--- src/rtl/irq_req_bank.sv ---
module irq_req_bank #(
  parameter int unsigned NUM_IRQ = 24
) (
  input  logic               clk_i,
  input  logic               rst_ni,
  input  logic [NUM_IRQ-1:0] set_vec_i,
  input  logic [NUM_IRQ-1:0] clr_vec_i,
  output logic [NUM_IRQ-1:0] req_q_o,
  output logic [NUM_IRQ-1:0] req_d_o
);
  logic [NUM_IRQ-1:0] req_q;

  // set after clear: a colliding write wins
  assign req_d_o = (req_q & ~clr_vec_i) | set_vec_i;
  assign req_q_o = req_q;

  always_ff @(posedge clk_i or negedge rst_ni) begin
    if (!rst_ni) req_q <= '0;
    else         req_q <= req_d_o;
  end

  assert_write_wins_R10: assert property (@(posedge clk_i) disable iff (!rst_ni)
    ((set_vec_i & clr_vec_i) != '0) |=>
      ((req_q & $past(set_vec_i & clr_vec_i)) == $past(set_vec_i & clr_vec_i)));

  assert_set_lands_R2: assert property (@(posedge clk_i) disable iff (!rst_ni)
    (set_vec_i != '0) |=> ((req_q & $past(set_vec_i)) == $past(set_vec_i)));
endmodule

--- config.mk ---
export PLATFORM = sky130hd
export DESIGN_NAME = irq_req_bank
export DESIGN_NICKNAME = d
export VERILOG_FILES = /design/src/rtl/irq_req_bank.sv
export SDC_FILE = /design/constraint.sdc
export NUM_CORES = 1
export LEC_CHECK = 0
export CAP_MARGIN = 20
export CORE_ASPECT_RATIO = 0.9
export CORE_MARGIN = 10
export CORE_UTILIZATION = 27
export DETAILED_ROUTE_END_ITERATION = 16
export PLACE_DENSITY_LB_ADDON = 0.12
export RECOVER_POWER = 100
export SLEW_MARGIN = 40
export SYNTH_ARGS = -nofsm -noshare
export SYNTH_HDL_FRONTEND = slang
export SYNTH_SLANG_ARGS = --single-unit
--- constraint.sdc ---
create_clock -name clk_i -period 0.9 [get_ports clk_i]
set_input_delay 0.225 -clock clk_i [delete_from_list [all_inputs] [get_ports clk_i]]
set_output_delay 0.225 -clock clk_i [all_outputs]
set_load 0.02 [all_outputs]
==> impl_metrics.env <==
export IMPL_run_status="finished with violations"
export IMPL_failed_checks="negative setup slack"
export IMPL_rows=19
export IMPL_ys_top_cells_by_area="dfrtp_1, a21o_1, inv_1"
export IMPL_wl_microns=3839
export IMPL_final_antenna_net_count=0
export IMPL_worstPathArrival_ns=1.06
export IMPL_grt_overflow=0
export IMPL_core_area_sq_um=3067
export IMPL_finish_utilization_pct=70.42
export IMPL_setup_crit_start_kind="register"
export IMPL_synth_largest_area_cell="dfrtp_1"
export IMPL_place_ws_ns=-0.7977
export IMPL_port_buffers=97
export IMPL_combinationalPowerShare_pct=37.1
export IMPL_number_of_antenna_violations_at_the_first_check_in_global_routing=0
export IMPL_combined_area_of_all_synthesized_cells_sq_um=870.8
export IMPL_area_delta_synth_final_pct=148.0
export IMPL_cts_tree="built"
export IMPL_htree_levels=1
export IMPL_powerDensity_nw_per_um2=1221
export IMPL_post_synth_top_area_fraction_pct=68.97
export IMPL_setup_ws_ns=-0.3878
export IMPL_largest_reg_flops=24
export IMPL_detail_route_drc_violations=0
export IMPL_power_leakage_uw=0.001151
export IMPL_cap_violations=0
export IMPL_die_width_microns=79.87
export IMPL_reg2reg_slack_ns=-0.06
export IMPL_netlist_cell_type_count=3
export IMPL_yosys_warnings=0
export IMPL_sw_frac_of_total_pct=28.48
export IMPL_stdcell_count=238
export IMPL_dp_cells=221
export IMPL_tightestPinTransition_ns=0.5954
export IMPL_initial_core_util_pct=28.40
export IMPL_worstPathRequired_ns=0.67
export IMPL_clockBufferDepth=2
export IMPL_routabilityCongestion=0.7169
export IMPL_irDropWorstVdd_mv=1.048
export IMPL_final_period_utilization_pct=143.1
export IMPL_layout_nets=248
export IMPL_clk_latency_ns=0.31
export IMPL_grt_util_all_layers_pct=12.85
export IMPL_synth_area_per_cell_sq_um=12.09
export IMPL_achievable_frequency_mhz=776.5
export IMPL_footprint_of_the_multi_input_gates_sq_um=180.2
export IMPL_synthTopCellsByCount="a21o_1, dfrtp_1, inv_1"
export IMPL_post_synth_inst_count=72
export IMPL_hold_viol=0
export IMPL_seq_area_sq_um=600.6
export IMPL_antennaDiodeCount=0
export IMPL_vias_per_inst=4.084
export IMPL_clkSinkCount=24
export IMPL_timing_slew_headroom_pct=60.31
export IMPL_yosysSeqAreaShare_pct=68.97
export IMPL_clock_power_share_pct=17.3
export IMPL_final_max_slew_violation_count=0
export IMPL_clock_skew_final_ns=0
export IMPL_synth_ff_latch_count=24
export IMPL_syn_nets=122
export IMPL_first_global_vias=1141
export IMPL_drt_iter0_markers=25
export IMPL_grt_setup_unrepaired="true"
export IMPL_clock_transition_at_the_registers_of_the_reported_paths_ns=0.12
export IMPL_worst_setup_path_type="reg2out"
export IMPL_share_of_flip_flops_with_an_asynchronous_set_or_reset_after_synthesis_pct=100.0
export IMPL_synth_top_flop_cell="dfrtp_1"
export IMPL_die_y_microns=73.88
export IMPL_drive_above_1_share_pct=38.27
export IMPL_worst_path_max_fanout=2
export IMPL_grt_start_max_net_pins=25
export IMPL_io_pin_count=98
export IMPL_die_area_sq_um=5900
export IMPL_hpwlAfterDp_microns=3024
export IMPL_timing_critical_path_to_type="primary output"
export IMPL_timing_hold_worst_class="in2reg"
export IMPL_route_detailed_wl_per_inst_microns=16.13
export IMPL_drt_pre_antenna_iters=4
export IMPL_fill_cells=224
export IMPL_synth_edff_count=0
export IMPL_cellInternalPower_uw=1886
export IMPL_p_sw_uw=751.1
export IMPL_cts_made_buffers=3
export IMPL_cts_root_buffer_cell="clkbuf_4"
export IMPL_final_setup_viol_count=52
export IMPL_power_sequential_fraction_pct=45.6
export IMPL_fin_crit_ns=1.288
export IMPL_vias=972
export IMPL_grt_first_pass_wirelength_microns=5802
## power groups by stage
stage | Combinational, uW | Sequential (uW) | Clock [uW]
after floorplan | 195 | 1300 | 0
after global placement | 885 | 1200 | 0
after detailed placement | 897 | 1210 | 0
after CTS | 935 | 1200 | 486
after global routing | 1050 | 1210 | 517
final | 980 | 1200 | 456
## critical path, stage by stage (launching register included)
cell and delay, ns:
dfrtp_1 0.41, a21o_1 0.21, buf_6 0.13
## metal layers
metal | up-vias | global-route usage [%] | routed length, microns
li1 | 467 | - | -
met4 | 0 | 2.930 | 28
met2 | 66 | 22.71 | 1921
met3 | 5 | 9.878 | 636
met5 | - | 0 | 0
met1 | 434 | 11.38 | 1253
## final timing paths
check	startpoint	depth (start not counted)	to
worst max register to register	req_q_o[10]	3	req_q_o[10]
min in group asynchronous	rst_ni	2	req_q_o[17]
worst min-delay path	clr_vec_i[19]	3	req_q_o[19]
max in group asynchronous	rst_ni	2	req_q_o[7]
worst max-delay path	req_q_o[13]	2	req_d_o[13]
worst min register to register	req_q_o[16]	1	req_q_o[16]
## kinds of logic after synthesis
group                  share of synthesized area (%)
AOI/OAI and AO/OA                              20.69
buffers and inverters                          10.35
DFF                                            68.97
## timing repair
| action | 4_1_cts | 5_1_grt |
|---|---|---|
| gates resized for setup | 270 | 23 |
| hold buffers | 0 | 0 |
| pin swaps | 8 | 9 |
| buffers inserted | 7 | 7 |
| setup endpoints to repair | 48 | 48 |
| gates cloned | 0 | 0 |
## metrics by stage
step	setup TNS, ns	instance area (sq um)	hold WS, ns	power (uW)
detailed placement	-28.74	1982	0.4866	2108
CTS	-14.44	2048	0.2371	2617
finish	-13.88	2160	0.2733	2637
global route	-16.28	2160	0.2633	2775
global placement	-27.88	1982	0.4776	2090
floorplan	-0.2047	870.8	-0.07059	1496
## area by class of cell
cell class	instances	share of cell area [%]
multi-input cells	24	8.343
repair buffers	121	56.20
flip-flops and latches	24	27.81
well taps	42	2.433
clock buffers	3	1.043
inverters	24	4.171
## cells in the final DEF, fill, tap and decap left out, drive strengths merged
master         instances
a21o                  24
clkdlybuf4s50         43
buf                   62
clkbuf                13
dlymetal6s2s           3
dfrtp                 24
inv                   24
dlygate4sd2            3
Note: power is estimated with default switching activity, not from simulation.
